`config.mk`:
```
export PLATFORM = sky130hd
export DESIGN_NAME = irq_front_end
export DESIGN_NICKNAME = d
export VERILOG_FILES = /design/src/rtl/irq_pkg.sv /design/src/rtl/irq_rst_sync.sv /design/src/rtl/irq_sync.sv /design/src/rtl/irq_nmi_qual.sv /design/src/rtl/irq_ctrl.sv /design/src/rtl/irq_front_end.sv
export SDC_FILE = /design/constraint.sdc
export NUM_CORES = 1
export LEC_CHECK = 0
export BUFFER_PORTS_ARGS = -buffer_cell sky130_fd_sc_hd__buf_4
export CORE_MARGIN = 1
export CORE_UTILIZATION = 30
export DETAILED_ROUTE_END_ITERATION = 8
export MAX_ROUTING_LAYER = met4
export PLACE_DENSITY = 0.54
export RECOVER_POWER = 100
export SYNTH_ARGS = -nofsm -noshare
export SYNTH_HDL_FRONTEND = slang
export SYNTH_HIERARCHICAL = 1
export SYNTH_SLANG_ARGS = --single-unit
export TNS_END_PERCENT = 1
```
`constraint.sdc`:
```
create_clock -name clk_i -period 1.2 [get_ports clk_i]
set_clock_uncertainty 0.05 [all_clocks]
set_input_delay 0.06 -clock clk_i [delete_from_list [all_inputs] [get_ports clk_i]]
set_output_delay 0.06 -clock clk_i [all_outputs]
set_load 0.02 [all_outputs]
```
`src/rtl/irq_pkg.sv`:
```
package irq_pkg;

  typedef enum logic [1:0] {
    ACK_IDLE = 2'd0,
    ACK_FIRST = 2'd1,
    ACK_GAP = 2'd2,
    ACK_SECOND = 2'd3
  } ack_state_e;

endpackage

```
`src/rtl/irq_rst_sync.sv`:
```
module irq_rst_sync #(
  parameter int unsigned STAGES = 2
) (
  input  logic clk_i,
  input  logic rst_ni,
  output logic rst_sync_no
);
  logic [STAGES-1:0] chain_q;

  always_ff @(posedge clk_i or negedge rst_ni) begin
    if (!rst_ni) chain_q <= '0;
    else         chain_q <= {chain_q[STAGES-2:0], 1'b1};
  end

  assign rst_sync_no = chain_q[STAGES-1];
endmodule

```
`src/rtl/irq_sync.sv`:
```
module irq_sync #(
  parameter int unsigned W      = 2,
  parameter int unsigned STAGES = 2
) (
  input  logic         clk_i,
  input  logic         rst_ni,
  input  logic [W-1:0] d_i,
  output logic [W-1:0] q_o
);
  logic [W-1:0] stage_q [STAGES];

  for (genvar s = 0; s < STAGES; s++) begin : g_stage
    always_ff @(posedge clk_i or negedge rst_ni) begin
      if (!rst_ni) stage_q[s] <= '0;
      else if (s == 0) stage_q[s] <= d_i;
      else             stage_q[s] <= stage_q[(s == 0) ? 0 : s-1];
    end
  end

  assign q_o = stage_q[STAGES-1];
endmodule

```
`src/rtl/irq_nmi_qual.sv`:
```
module irq_nmi_qual #(
  parameter int unsigned MIN_LOW  = 8,
  parameter int unsigned MIN_HIGH = 8
) (
  input  logic clk_i,
  input  logic rst_ni,
  input  logic lvl_i,
  output logic edge_o
);
  localparam int unsigned MAXW = (MIN_LOW > MIN_HIGH) ? MIN_LOW : MIN_HIGH;
  localparam int unsigned CW   = $clog2(MAXW + 1);
  localparam logic [CW-1:0] LOW_TOP  = CW'(MIN_LOW);
  localparam logic [CW-1:0] HIGH_TOP = CW'(MIN_HIGH);
  localparam logic [CW-1:0] HIGH_HIT = CW'(MIN_HIGH - 1);

  logic [CW-1:0] low_cnt_q, low_cnt_n;
  logic [CW-1:0] high_cnt_q, high_cnt_n;
  logic          armed_q, armed_n;

  always_comb begin
    edge_o     = 1'b0;
    low_cnt_n  = low_cnt_q;
    high_cnt_n = high_cnt_q;
    armed_n    = armed_q;
    if (!lvl_i) begin
      // low phase: count toward the minimum low width
      high_cnt_n = '0;
      low_cnt_n  = (low_cnt_q == LOW_TOP) ? low_cnt_q : low_cnt_q + 1'b1;
      armed_n    = (low_cnt_n == LOW_TOP);
    end else begin
      // high phase: fire once the minimum high width is reached
      low_cnt_n  = '0;
      high_cnt_n = (high_cnt_q == HIGH_TOP) ? high_cnt_q : high_cnt_q + 1'b1;
      edge_o     = armed_q && (high_cnt_q == HIGH_HIT);
      armed_n    = armed_q && !edge_o;
    end
  end

  always_ff @(posedge clk_i or negedge rst_ni) begin
    if (!rst_ni) begin
      low_cnt_q  <= '0;
      high_cnt_q <= '0;
      armed_q    <= 1'b0;
    end else begin
      low_cnt_q  <= low_cnt_n;
      high_cnt_q <= high_cnt_n;
      armed_q    <= armed_n;
    end
  end
endmodule

```
`src/rtl/irq_ctrl.sv`:
```
module irq_ctrl
  import irq_pkg::*;
#(
  parameter int unsigned VEC_W   = 8,
  parameter int unsigned NMI_VEC = 2
) (
  input  logic             clk_i,
  input  logic             rst_ni,
  input  logic             nmi_edge_i,
  input  logic             intr_lvl_i,
  input  logic             int_en_i,
  input  logic             hold_i,
  input  logic             iret_i,
  input  logic             ack_done_i,
  input  logic [VEC_W-1:0] ack_data_i,
  output logic             ack_req_o,
  output logic [VEC_W-1:0] vec_o,
  output logic             vec_valid_o,
  output logic             vec_nmi_o
);
  localparam logic [VEC_W-1:0] NMI_CODE = VEC_W'(NMI_VEC);

  ack_state_e       state_q, state_n;
  logic             pend_q, pend_n;
  logic             busy_q, busy_n;
  logic             valid_q, valid_n;
  logic             nmi_q, nmi_n;
  logic [VEC_W-1:0] vec_q, vec_n;
  logic             nmi_go, intr_go, second_done;

  always_comb begin
    nmi_go      = (state_q == ACK_IDLE) && !hold_i && pend_q && !busy_q;
    intr_go     = (state_q == ACK_IDLE) && !hold_i && !nmi_go && intr_lvl_i && int_en_i;
    second_done = (state_q == ACK_SECOND) && ack_done_i;

    state_n = state_q;
    unique case (state_q)
      ACK_IDLE:   if (intr_go) state_n = ACK_FIRST;
      ACK_FIRST:  if (ack_done_i) state_n = ACK_GAP;
      ACK_GAP:    state_n = ACK_SECOND;
      ACK_SECOND: if (ack_done_i) state_n = ACK_IDLE;
      default:    state_n = ACK_IDLE;
    endcase

    // a new edge in the same cycle as a delivery stays pending
    if (nmi_edge_i)  pend_n = 1'b1;
    else if (nmi_go) pend_n = 1'b0;
    else             pend_n = pend_q;

    if (nmi_go)      busy_n = 1'b1;
    else if (iret_i) busy_n = 1'b0;
    else             busy_n = busy_q;

    valid_n = nmi_go || second_done;
    nmi_n   = nmi_q;
    vec_n   = vec_q;
    if (nmi_go) begin
      nmi_n = 1'b1;
      vec_n = NMI_CODE;
    end else if (second_done) begin
      nmi_n = 1'b0;
      vec_n = ack_data_i;
    end
  end

  always_ff @(posedge clk_i or negedge rst_ni) begin
    if (!rst_ni) begin
      state_q <= ACK_IDLE;
      pend_q  <= 1'b0;
      busy_q  <= 1'b0;
      valid_q <= 1'b0;
    end else begin
      state_q <= state_n;
      pend_q  <= pend_n;
      busy_q  <= busy_n;
      valid_q <= valid_n;
    end
  end

  always_ff @(posedge clk_i or negedge rst_ni) begin
    if (!rst_ni) begin
      vec_q <= '0;
      nmi_q <= 1'b0;
    end else if (valid_n) begin
      vec_q <= vec_n;
      nmi_q <= nmi_n;
    end
  end

  assign ack_req_o   = (state_q == ACK_FIRST) || (state_q == ACK_SECOND);
  assign vec_o       = vec_q;
  assign vec_valid_o = valid_q;
  assign vec_nmi_o   = nmi_q;
endmodule

```
`src/rtl/irq_front_end.sv`:
```
module irq_front_end #(
  parameter int unsigned VEC_W        = 8,
  parameter int unsigned NMI_VEC      = 2,
  parameter int unsigned NMI_MIN_LOW  = 8,
  parameter int unsigned NMI_MIN_HIGH = 8,
  parameter int unsigned SYNC_STAGES  = 2
) (
  input  logic             clk_i,
  input  logic             rst_ni,
  input  logic             nmi_i,
  input  logic             intr_i,
  input  logic             int_en_i,
  input  logic             hold_ack_i,
  input  logic             iret_i,
  output logic             ack_req_o,
  input  logic             ack_done_i,
  input  logic [VEC_W-1:0] ack_data_i,
  output logic [VEC_W-1:0] vec_o,
  output logic             vec_valid_o,
  output logic             vec_is_nmi_o
);
  logic       rst_n;
  logic [1:0] pins_s;
  logic       nmi_edge;

  irq_rst_sync #(.STAGES(2)) rst_sync_i (
    .clk_i       (clk_i),
    .rst_ni      (rst_ni),
    .rst_sync_no (rst_n)
  );

  irq_sync #(.W(2), .STAGES(SYNC_STAGES)) pin_sync_i (
    .clk_i  (clk_i),
    .rst_ni (rst_n),
    .d_i    ({intr_i, nmi_i}),
    .q_o    (pins_s)
  );

  irq_nmi_qual #(.MIN_LOW(NMI_MIN_LOW), .MIN_HIGH(NMI_MIN_HIGH)) nmi_qual_i (
    .clk_i  (clk_i),
    .rst_ni (rst_n),
    .lvl_i  (pins_s[0]),
    .edge_o (nmi_edge)
  );

  irq_ctrl #(.VEC_W(VEC_W), .NMI_VEC(NMI_VEC)) ctrl_i (
    .clk_i       (clk_i),
    .rst_ni      (rst_n),
    .nmi_edge_i  (nmi_edge),
    .intr_lvl_i  (pins_s[1]),
    .int_en_i    (int_en_i),
    .hold_i      (hold_ack_i),
    .iret_i      (iret_i),
    .ack_done_i  (ack_done_i),
    .ack_data_i  (ack_data_i),
    .ack_req_o   (ack_req_o),
    .vec_o       (vec_o),
    .vec_valid_o (vec_valid_o),
    .vec_nmi_o   (vec_is_nmi_o)
  );
endmodule

```
# After elaboration in Yosys (flattened, before gate mapping)
# Cells that the tools add are included.
[op_classes] n_addsub=2 n_mul=0 n_div=0 order_cmp=0 eq_ne=11 n_shift=0 muxes=18 bitwise=0 n_reduce_logical=21
[op_table] op="$mux 4" n=4
[op_table] op="$mux 8" n=2
[op_table] op="$eq 4x4->1 const B" n=3
[op_table] op="$logic_and 1x1->1" n=9
[op_table] op="$add 4x1->4 const B" n=2
[op_table] op="$mux 1" n=8
[op_table] op="$pmux 2 s4" n=1
[op_table] op="$mux 2" n=3
[op_table] op="$ne 2x2->1 const B" n=3
[op_table] op="$reduce_bool 2->1" n=3
[op_table] op="$eq 2x2->1 const B" n=2
[op_table] op="$eq 4x3->1 const B" n=1
[op_table] op="$logic_not 1->1" n=4
[op_table] op="$reduce_and 3->1" n=1
[op_table] op="$eq 2x1->1 const B" n=1
[op_table] op="$logic_not 2->1" n=1
[op_table] op="$logic_or 1x1->1" n=2
[op_table] op="$ne 2x1->1 const B" n=1
[op_table] op="$reduce_and 2->1" n=1
[totals] ff_bits=29 latch_bits=0 ram_bits=0 romBits=0 out_inout_bits=11 memories=0

# Logic depth before layout (Yosys ltp)
# Gate-level depths: netlist of run 1.
[depth] ltp_word=10 ltp_mapped=5 mapped_depth_nobuf=5

# Cells and area by module
# Netlist of run 1, hierarchy kept.
[modules_own_cells] mod="irq_ctrl" n_inst=1 cells_each=65 area_each_um2=635.6
[modules_own_cells] mod="irq_nmi_qual" n_inst=1 cells_each=49 area_each_um2=510.5
[modules_own_cells] mod="irq_sync" n_inst=1 cells_each=6 area_each_um2=115.1
[modules_own_cells] mod="irq_rst_sync" n_inst=1 cells_each=3 area_each_um2=53.8

# Worst setup path before layout of run 1
# No wires, ideal clock.
[synth_timing] kind="register -> register" start="register ctrl_i.state_q[0]" end="register ctrl_i.state_q[1]" setup_time_ns=0.127 arrival_time_ns=1.666 setup_slack_ns=-0.644 stages_incl_launch_ff=5 period_less_slack_ns=1.844 cell_sequence="dfrtp_1 -> ha_1 -> or2_1 -> a222oi_1 -> mux2_1"
[synth_via] elab_chain_len=10
[synth_lines] item="start, declared" line="irq_ctrl.sv:23" source="ack_state_e state_q, state_n;"
[synth_lines] item="start signal, assigned" line="irq_ctrl.sv:73" source="state_q <= state_n;"
[synth_lines] item="$logic_not 2->1" line="irq_ctrl.sv:32, irq_ctrl.sv:33, irq_ctrl.sv:37"
[synth_lines] item="$logic_and 1x1->1" line="irq_ctrl.sv:32, irq_ctrl.sv:33"
[synth_lines] item="$logic_and 1x1->1 (2 in a row)" line="irq_ctrl.sv:32" source="nmi_go = (state_q == ACK_IDLE) && !hold_i && pend_q && !busy_q;"
[synth_lines] item="$logic_not 1->1" line="irq_ctrl.sv:33" source="intr_go = (state_q == ACK_IDLE) && !hold_i && !nmi_go && intr_lvl_i && int_en_i;"
[synth_lines] item="$logic_and 1x1->1 (3 in a row)" line="irq_ctrl.sv:33"
[synth_lines] item="$ne 2x1->1 (no line)"
[synth_lines] item="$reduce_and 3->1 (no line)"
# Several ways; a longest one is shown, not always the timed one.
# A chain may end at the register's enable or synchronous reset.

# Worst setup path in the final report of run 1
[layout_timing] start="register ctrl_i.state_q[1]" end="register ctrl_i.state_q[1]"
# The elaborated chain is that of the path after synthesis.

==> results of run 1 <==
[timing repair]
action | in CTS | in global routing
hold buffers | 12 | 0
endpoints found under the setup margin | 20 | 21
endpoints found under the hold margin | 13 | 0
setup buffers | 2 | 1
pin swaps | 3 | 2
gates resized for setup | 13 | 4
[logic make-up after synthesis]
kind of cell    Yosys count  share of synthesized area
flops                    29                      0.552
compound gates           16                     0.0856
fa+ha+maj                 9                     0.0856
buf+inv                  13                     0.0428
simple gates             48                      0.180
other cells               1                    0.00285
xor+xnor                  3                     0.0200
mux                       4                     0.0314
[worst paths after layout]
kind	from	endpoint	slack, ps	depth (start not counted)
hold / removal	rst_ni	rst_sync_i/chain_q[1]$_DFF_PN0_	40	2
setup reg to reg	ctrl_i/state_q[1]$_DFFE_PN0P_	ctrl_i/state_q[1]$_DFFE_PN0P_	-640	5
hold reg to reg	rst_sync_i/chain_q[0]$_DFF_PN0_	rst_sync_i/chain_q[1]$_DFF_PN0_	300	0
setup / recovery	ctrl_i/state_q[1]$_DFFE_PN0P_	ctrl_i/state_q[1]$_DFFE_PN0P_	-640	5
min in group clk_i	hold_ack_i	ctrl_i/pend_q$_DFFE_PN0P_	90	3
max in group asynchronous	rst_sync_i/chain_q[1]$_DFF_PN0_	ctrl_i/vec_o[4]$_DFFE_PN0P_	350	1
[critical path, cell delays in order (launching register included)]
cell,delay (ps)
dfrtp_1,400
inv_2,70
ha_2,160
or2_4,250
a222oi_1,430
mux2_1,370
[metrics by stage]
step                       util  cells  worst slack [ps]  area (µm²)
final                     0.475    240              -637        1960
after global routing      0.475    240              -705        1960
after CTS                 0.483    239              -560        1990
after detailed placement  0.419    217              -597        1720
after global placement    0.419    217              -528        1720
after floorplan               -    123              -605        1320
[sequential cells by signal (all words and copies together) (netlist names)]
| name | cells |
|---|---|
| ctrl_i/vec_valid_o | 1 |
| ctrl_i/state_q | 2 |
| nmi_qual_i/low_cnt_q | 4 |
| pin_sync_i/q_o | 2 |
| nmi_qual_i/high_cnt_q | 4 |
| pin_sync_i/stage_q | 2 |
| ctrl_i/pend_q | 1 |
| ctrl_i/busy_q | 1 |
| ctrl_i/vec_o | 8 |
| rst_sync_i/chain_q | 2 |
| ctrl_i/vec_nmi_o | 1 |
| nmi_qual_i/armed_q | 1 |
[final cells by class]
class                   instances  area share
multi-input cells              81       0.301
clock buffers                   5      0.0352
inverters                       9      0.0173
well taps                      50      0.0320
flip-flops and latches         29       0.371
clock inverters                 3     0.00896
repair buffers                 63       0.235
[power breakdown]
part           leakage [nW]  switching, W  internal, W
Sequential            0.369      0.000141      0.00118
Combinational         0.521      0.000715     0.000708
Clock                0.0439      0.000377     0.000399
Total                 0.935       0.00123      0.00229
[per-layer routing]
layer | global-route usage | wire length, µm | vias to the layer above
met5 | - | 0 | -
met4 | 0.0651 | 55 | 0
met3 | 0.0400 | 103 | 8
met2 | 0.252 | 1520 | 29
met1 | 0.159 | 1260 | 525
li1 | - | - | 530
[cells in the final DEF (no fill, tap or decap), types with 2 or more instances in the layout]
cell           instances
buf_4                 33
dfrtp_1               29
nand2_1               24
dlygate4sd3_1         12
clkbuf_1              12
inv_1                  6
a21oi_1                6
clkbuf_8               5
ha_2                   5
inv_2                  3
nand3_1                3
nor2_1                 3
nand3b_1               3
ha_1                   3
nor2b_1                3
clkinv_2               2
nor3_2                 2
a21oi_2                2
buf_6                  2
clkbuf_4               2
mux2i_1                2
xnor2_1                2
and2_1                 2
==> parameters.txt, run 1 <==
Parameter                              Value

Run status
  Result of the run ... complete, but fails checks
  Violations in the final reports ... setup timing

Detailed routing
  Routed wire length ... 2930 µm
  Via density per instance ... 4.55
  Average detailed-routed wire length per instance ... 12.2 µm
  Drt initial violations ... 29
  Total vias in the final route ... 1092
  Routed Antenna Nets ... 0
  Number of DRC violations after detailed routing ... 0
  Number of detailed-route iterations in the first pass ... 4

STA
  Final count of pins violating max slew ... 0
  Number of failing setup endpoints in the final timing report ... 19
  Portion of the clock cycle consumed by the worst path in the final layout ... 1.53
  Worst hold margin ... 40.4 ps
  Transition time at the pin with the least slew margin ... 689 ps
  Max transition margin ... 0.540
  Min setup slack post-route ... -637 ps
  Highest Clock Rate ... 0.544 GHz
  Number of hold violations in the final report ... 0
  Total Neg Setup Slack ... -4250 ps
  Minimum period implied by the final worst setup slack ... 1840 ps
  Setup repair after global routing missed its margin ... yes

Cells and area
  Inserted Diodes ... 0
  Area occupied by multi-input gates ... 588 µm²
  FF+latch area ... 726 µm²
  Fraction of final layout cells sized beyond drive strength 1 ... 0.347
  Total Nets Final ... 214
  Area growth, synth to finish ... 48.7%
  Filler cell count ... 400

Setup path
  Critical Path End Type ... flip-flop
  Maximum fanout along the worst path ... 3
  CP Launch Type ... flip-flop
  Arrival time of data at the critical path endpoint ... 1950 ps
  Classification of the worst setup path ... flip-flop to flip-flop
  WP data required ... 1310 ps

Synth
  Cell count after synthesis ... 123
  Syn_nets ... 148
  Yosys top cell by area ... dfrtp_1
  Synthesized area per cell ... 10.7 µm²
  Summed instance area of the synthesized netlist ... 1320 µm²
  Yosys warnings ... 6
  Ys flop type ... dfrtp_1
  Ys async rst share ... 1.00
  Number of flip-flops and latches in the synthesized netlist ... 29
  Dominant cells by area after synthesis ... dfrtp_1, ha_1, nand2_1
  Fraction of the yosys area taken by sequential cells ... 0.552
  Number of unique standard cell types used by synthesis ... 32
  Count leader, synth ... dfrtp_1
  Most numerous cell types in the synthesized netlist ... dfrtp_1, nand2_1, ha_1, inv_1, a21oi_1
  EDFF count, synth ... 0
  Synth top area share ... 0.552

GRT
  Initial antenna violation count ... 0
  Maximum number of pins on one net before global-route repair ... 28
  Via count of the first global-routing pass ... 1185
  Wire length of the first global-routing pass ... 4940 µm
  Global route overflow ... 0
  Aggregate global-route resource usage ... 0.148

Min path
  Hold WC Path Type ... primary input to async pin

Power and ir drop
  Leak Pwr ... 0.935 nW
  Maximum vdd drop ... 1.23 mV
  Total power after layout ... 0.00352 W
  Power per cell area ... 1800 nW/µm²

Clocking
  Clock edge transition at the registers on the reported setup and hold paths ... 60 ps
  CTS H-Tree Depth ... 2
  CTS Buf Count ... 5
  Worst-case clock buffer depth ... 2
  Clock sink total ... 29
  Clock tree from TritonCTS ... done
  Insertion delay to the later sink of the worst-skew pair ... 270 ps
  Library cell used as clock root buffer ... clkbuf_8

Floorplanning
  X dimension of the die ... 68.2 µm
  Count of standard-cell rows ... 23
  Vertical extent of the die ... 68.2 µm
  Initial Utilization ... 0.320
  Placeable core region ... 4120 µm²
  Die ar. ... 4650 µm²
  Number of primary I/O pins ... 27

Place
  GPL Wtd Cong ... 0.731
  Number of buffer cells added on primary ports ... 26
  Final HPWL from detailed placement ... 2000 µm

Run
  Number of maximum-capacitance violations ... 0
Note: power is estimated with default switching activity, not from simulation.
==> inputs of run 2 (changes only) <==
- CELL_PAD_IN_SITES_DETAIL_PLACEMENT: unset -> 0
- CELL_PAD_IN_SITES_GLOBAL_PLACEMENT: unset -> 2
- CORE_ASPECT_RATIO: unset -> 1.5
- PLACE_DENSITY: 0.54 -> 0.75
==> parameters.txt, run 2 (same netlist as run 1, synthesis figures left out) <==
Parameter                              Value

Clocking
  Clock tree from TritonCTS ... done
  Worst-case clock buffer depth ... 2
  CTS Buf Count ... 5
  Library cell used as clock root buffer ... clkbuf_8
  Insertion delay to the later sink of the worst-skew pair ... 280 ps
  Clock edge transition at the registers on the reported setup and hold paths ... 60 ps
  CTS H-Tree Depth ... 2
  Clock sink total ... 29

Setup path
  Maximum fanout along the worst path ... 3
  Arrival time of data at the critical path endpoint ... 1890 ps
  Slack of the worst reg-to-reg path ... -580 ps
  Critical Path End Type ... flip-flop
  CP Launch Type ... flip-flop
  Classification of the worst setup path ... flip-flop to flip-flop
  WP data required ... 1310 ps

GRT
  Initial antenna violation count ... 0
  Via count of the first global-routing pass ... 1271
  Aggregate global-route resource usage ... 0.156
  Maximum number of pins on one net before global-route repair ... 28
  Global route overflow ... 0
  Wire length of the first global-routing pass ... 5350 µm

Cells and area
  Fraction of final layout cells sized beyond drive strength 1 ... 0.323
  FF+latch area ... 726 µm²
  Leading cell type in the layout, fill and taps excluded ... buf_4
  Total Nets Final ... 213
  Area occupied by multi-input gates ... 588 µm²
  Filler cell count ... 419
  Area growth, synth to finish ... 49.0%
  Flip-flop count of the largest register after layout ... 8
  Inserted Diodes ... 0
  Most used cells in the layout excluding fill and tap cells ... buf_4, dfrtp_1, nand2_1, clkbuf_1, dlygate4sd3_1

Power and ir drop
  Power per cell area ... 1750 nW/µm²
  Maximum vdd drop ... 1.20 mV
  Part of the total power dissipated in sequential elements ... 0.380
  Internal power consumption ... 0.00226 W
  Clock share of power ... 0.222
  Fraction of power consumed by combinational cells ... 0.397
  Net switching power ... 0.00118 W
  Switching part of the total ... 0.343
  Leak Pwr ... 0.944 nW

Detailed routing
  Average detailed-routed wire length per instance ... 12.8 µm
  Drt initial violations ... 18
  Number of detailed-route iterations in the first pass ... 4
  Number of DRC violations after detailed routing ... 0
  Routed Antenna Nets ... 0
  Routed wire length ... 3020 µm
  Total vias in the final route ... 1088
  Via density per instance ... 4.63

Place
  Number of buffer cells added on primary ports ... 26
  Final HPWL from detailed placement ... 2250 µm
  GPL Wtd Cong ... 0.779

STA
  Setup repair after global routing missed its margin ... yes
  Final count of pins violating max slew ... 0
  Portion of the clock cycle consumed by the worst path in the final layout ... 1.48
  Highest Clock Rate ... 0.563 GHz
  Number of hold violations in the final report ... 0
  Max transition margin ... 0.547
  Worst hold margin ... 47.5 ps
  Transition time at the pin with the least slew margin ... 680 ps
  Total Neg Setup Slack ... -4680 ps
  Number of failing setup endpoints in the final timing report ... 18
  Minimum period implied by the final worst setup slack ... 1780 ps
  Min setup slack post-route ... -575 ps

Floorplanning
  Vertical extent of the die ... 83.1 µm
  Number of primary I/O pins ... 27
  X dimension of the die ... 56.1 µm
  Placeable core region ... 4210 µm²
  Initial Utilization ... 0.312
  Die ar. ... 4660 µm²
  Count of standard-cell rows ... 29

Min path
  Hold WC Path Type ... primary input to async pin

Run
  Number of maximum-capacitance violations ... 0

Run status
  Violations in the final reports ... setup timing
  Result of the run ... complete, but fails checks
[run 2: cell types whose count changed in the layout (fill, tap and decap cells not counted), sizes merged]
| cell | delta |
|---|---|
| clkbuf | +2 |
| clkinvlp | -1 |
| buf | -2 |
[run 2: critical path, stage by stage (launching register included)]
cell	delay, ps
dfrtp_1	390
inv_2	60
ha_2	160
or2_4	240
a222oi_1	390
mux2_1	360
[run 2: power groups by stage]
stage	sequential [W]	clock (W)	combinational, W
after floorplan	0.00148	0	0.000521
after global placement	0.00131	0	0.00131
after detailed placement	0.00133	0	0.00137
after CTS	0.00131	0.000801	0.00150
after global routing	0.00134	0.000836	0.00151
final	0.00131	0.000764	0.00137
[run 2: path summary, 6_finish.rpt]
kind | startpoint | endpoint | cells past startpoint
hold reg to reg | pin_sync_i/stage_q[2]$_DFF_PN0_ | pin_sync_i/q_o[0]$_DFF_PN0_ | 0
setup reg to reg | ctrl_i/state_q[1]$_DFFE_PN0P_ | ctrl_i/state_q[1]$_DFFE_PN0P_ | 5
max in group asynchronous | rst_sync_i/chain_q[1]$_DFF_PN0_ | pin_sync_i/q_o[1]$_DFF_PN0_ | 1
min in group clk_i | hold_ack_i | ctrl_i/pend_q$_DFFE_PN0P_ | 3
hold / removal | rst_ni | rst_sync_i/chain_q[0]$_DFF_PN0_ | 2
setup / recovery | ctrl_i/state_q[1]$_DFFE_PN0P_ | ctrl_i/state_q[1]$_DFFE_PN0P_ | 5
[run 2: stage by stage]
stage               setup slack [ps]  area [µm²]  power [W]   util  cells
global placement                -513        1730    0.00263  0.411    213
detailed placement              -594        1730    0.00270  0.411    213
finish                          -575        1960    0.00344  0.466    235
floorplan                       -605        1320    0.00200      -    123
CTS                             -566        1990    0.00361  0.472    235
global route                    -652        1960    0.00368  0.466    235
[run 2: layer usage]
| layer | wire [µm] | track usage | part of all wire |
|---|---|---|---|
| met5 | 0 | - | 0 |
| met4 | 68 | 0.0798 | 0.023 |
| met3 | 121 | 0.0343 | 0.040 |
| met2 | 1780 | 0.295 | 0.59 |
| met1 | 1050 | 0.140 | 0.35 |
[run 2: final cells by class]
type / count / area share
Clock buffer: 6 / 0.0370
Clock inverter: 2 / 0.00511
Inverter: 9 / 0.0172
Multi-Input combinational cell: 81 / 0.300
Sequential cell: 29 / 0.370
Tap cell: 46 / 0.0294
Timing Repair Buffer: 62 / 0.241
[run 2: what timing repair did]
| action | in CTS | in global routing |
|---|---|---|
| setup buffers | 2 | 0 |
| endpoints found under the setup margin | 19 | 20 |
| endpoints found under the hold margin | 13 | 0 |
| hold buffers | 12 | 0 |
| resized for setup | 13 | 5 |
| pin swaps | 2 | 0 |
==> inputs of run 3 (changes only) <==
- clock period: 1.2 -> 1.7 ns (I/O delays scaled with it)
==> parameters.txt, run 3 (same netlist as run 1, synthesis figures left out) <==
Parameter                              Value

Cells and area
  Area growth, synth to finish ... 36.2%
  Flip-flop count of the largest register after layout ... 8
  Filler cell count ... 413
  Post-route design area ... 1790 µm²
  FF+latch area ... 726 µm²
  Total Nets Final ... 197
  Most used cells in the layout excluding fill and tap cells ... dfrtp_1, nand2_1, buf_4, clkbuf_1, dlygate4sd3_1
  Inserted Diodes ... 0
  Area occupied by multi-input gates ... 548 µm²
  Leading cell type in the layout, fill and taps excluded ... dfrtp_1
  Fraction of final layout cells sized beyond drive strength 1 ... 0.243

Detailed routing
  Routed Antenna Nets ... 0
  Average detailed-routed wire length per instance ... 12.5 µm
  Total vias in the final route ... 1033
  Routed wire length ... 2730 µm
  Number of DRC violations after detailed routing ... 0
  Via density per instance ... 4.72
  Number of detailed-route iterations in the first pass ... 4
  Drt initial violations ... 25

Place
  GPL Wtd Cong ... 0.694
  Standard cell area after detailed placement ... 1620 µm²
  Final HPWL from detailed placement ... 2060 µm
  Number of buffer cells added on primary ports ... 26

Power and ir drop
  Clock share of power ... 0.253
  Internal power consumption ... 0.00162 W
  Total power after layout ... 0.00244 W
  Part of the total power dissipated in sequential elements ... 0.382
  Switching part of the total ... 0.335
  Maximum vdd drop ... 0.780 mV
  Power per cell area ... 1360 nW/µm²
  Net switching power ... 0.000818 W
  Fraction of power consumed by combinational cells ... 0.365
  Leak Pwr ... 0.868 nW

STA
  Number of hold violations in the final report ... 0
  Minimum period implied by the final worst setup slack ... 1770 ps
  Total Neg Setup Slack ... -99.1 ps
  Setup repair after global routing missed its margin ... yes
  Portion of the clock cycle consumed by the worst path in the final layout ... 1.04
  Min setup slack post-route ... -70.7 ps
  Number of failing setup endpoints in the final timing report ... 2
  Final count of pins violating max slew ... 0
  Transition time at the pin with the least slew margin ... 667 ps
  Max transition margin ... 0.555
  Highest Clock Rate ... 0.565 GHz
  Worst hold margin ... 5.18 ps

Min path
  Hold WC Path Type ... primary input to flip-flop

Floorplanning
  Count of standard-cell rows ... 29
  Number of primary I/O pins ... 27
  Placeable core region ... 4210 µm²
  Die ar. ... 4660 µm²
  X dimension of the die ... 56.1 µm
  Vertical extent of the die ... 83.1 µm
  Initial Utilization ... 0.312

Setup path
  Critical Path End Type ... flip-flop
  Classification of the worst setup path ... flip-flop to flip-flop
  WP data required ... 1810 ps
  Arrival time of data at the critical path endpoint ... 1880 ps
  CP Launch Type ... flip-flop
  Maximum fanout along the worst path ... 3

Clocking
  Clock tree from TritonCTS ... done
  Insertion delay to the later sink of the worst-skew pair ... 280 ps
  CTS H-Tree Depth ... 2
  Clock edge transition at the registers on the reported setup and hold paths ... 60 ps
  Clock sink total ... 29
  CTS Buf Count ... 5
  Worst-case clock buffer depth ... 2
  Library cell used as clock root buffer ... clkbuf_8

GRT
  Via count of the first global-routing pass ... 1146
  Global route overflow ... 0
  Aggregate global-route resource usage ... 0.137
  Wire length of the first global-routing pass ... 4860 µm
  Initial antenna violation count ... 0
  Maximum number of pins on one net before global-route repair ... 28

Run status
  Result of the run ... complete, but fails checks
  Violations in the final reports ... setup timing

Run
  Number of maximum-capacitance violations ... 0
run 3: changes by cell type in the layout (fill, tap and decap cells not counted), sizes merged:
cell         previous run  this run
buf                    34        22
dlygate4sd3            12         9
clkinv                  2         1
run 3: final cells by class:
class | count | share of cell area
Sequential cell | 29 | 0.405
Timing Repair Buffer | 46 | 0.181
Tap cell | 46 | 0.0321
Clock buffer | 7 | 0.0538
Inverter | 9 | 0.0189
Clock inverter | 1 | 0.00280
Multi-Input combinational cell | 81 | 0.306
run 3: final timing paths:
kind                                            startpoint                               to  slack, ps  depth (start not counted)
max                          ctrl_i/state_q[0]$_DFFE_PN0P_    ctrl_i/state_q[1]$_DFFE_PN0P_        -70                          4
min                                          ack_data_i[5]      ctrl_i/vec_o[5]$_DFFE_PN0P_          5                          3
max reg2reg                  ctrl_i/state_q[0]$_DFFE_PN0P_    ctrl_i/state_q[1]$_DFFE_PN0P_        -70                          4
min reg2reg                pin_sync_i/stage_q[2]$_DFF_PN0_      pin_sync_i/q_o[0]$_DFF_PN0_        300                          0
max in group asynchronous  rst_sync_i/chain_q[1]$_DFF_PN0_      ctrl_i/vec_o[3]$_DFFE_PN0P_        850                          1
min in group asynchronous                           rst_ni  rst_sync_i/chain_q[0]$_DFF_PN0_         70                          2
run 3: through the flow:
stage / setup slack (ps) / utilization / instances
final: -70.7 / 0.425 / 219
after detailed placement: -71.1 / 0.385 / 200
after global routing: -129 / 0.425 / 219
after CTS: -51.8 / 0.437 / 219
after floorplan: -105 / - / 123
after global placement: -9.07 / 0.385 / 200
run 3: critical path, stage by stage, from the launching register on:
cell	delay, ps
dfrtp_1	430
ha_2	200
or2_4	250
a222oi_1	370
mux2_1	360
run 3: timing repair:
item	4_1_cts	5_1_grt
hold buffers	9	0
resized for setup	4	0
hold endpoints to repair	10	0
endpoints found under the setup margin	2	2
pin swaps	2	3
setup buffers	2	0
run 3: layer usage:
layer  track usage  up-vias  wire length (µm)
li1              -      497                 -
met1         0.121      502              1000
met2         0.266       29              1550
met3        0.0358        5               119
met4        0.0532        0                53
met5             -        -                 0
run 3: power groups by stage:
stage          Sequential [W]  Combinational [W]  Clock [W]
2_1_floorplan         0.00105           0.000367          0
3_3_place_gp         0.000931           0.000885          0
3_5_place_dp         0.000942           0.000913          0
4_1_cts              0.000938           0.000972   0.000637
5_1_grt              0.000949           0.000993   0.000670
6_report             0.000931           0.000891   0.000616
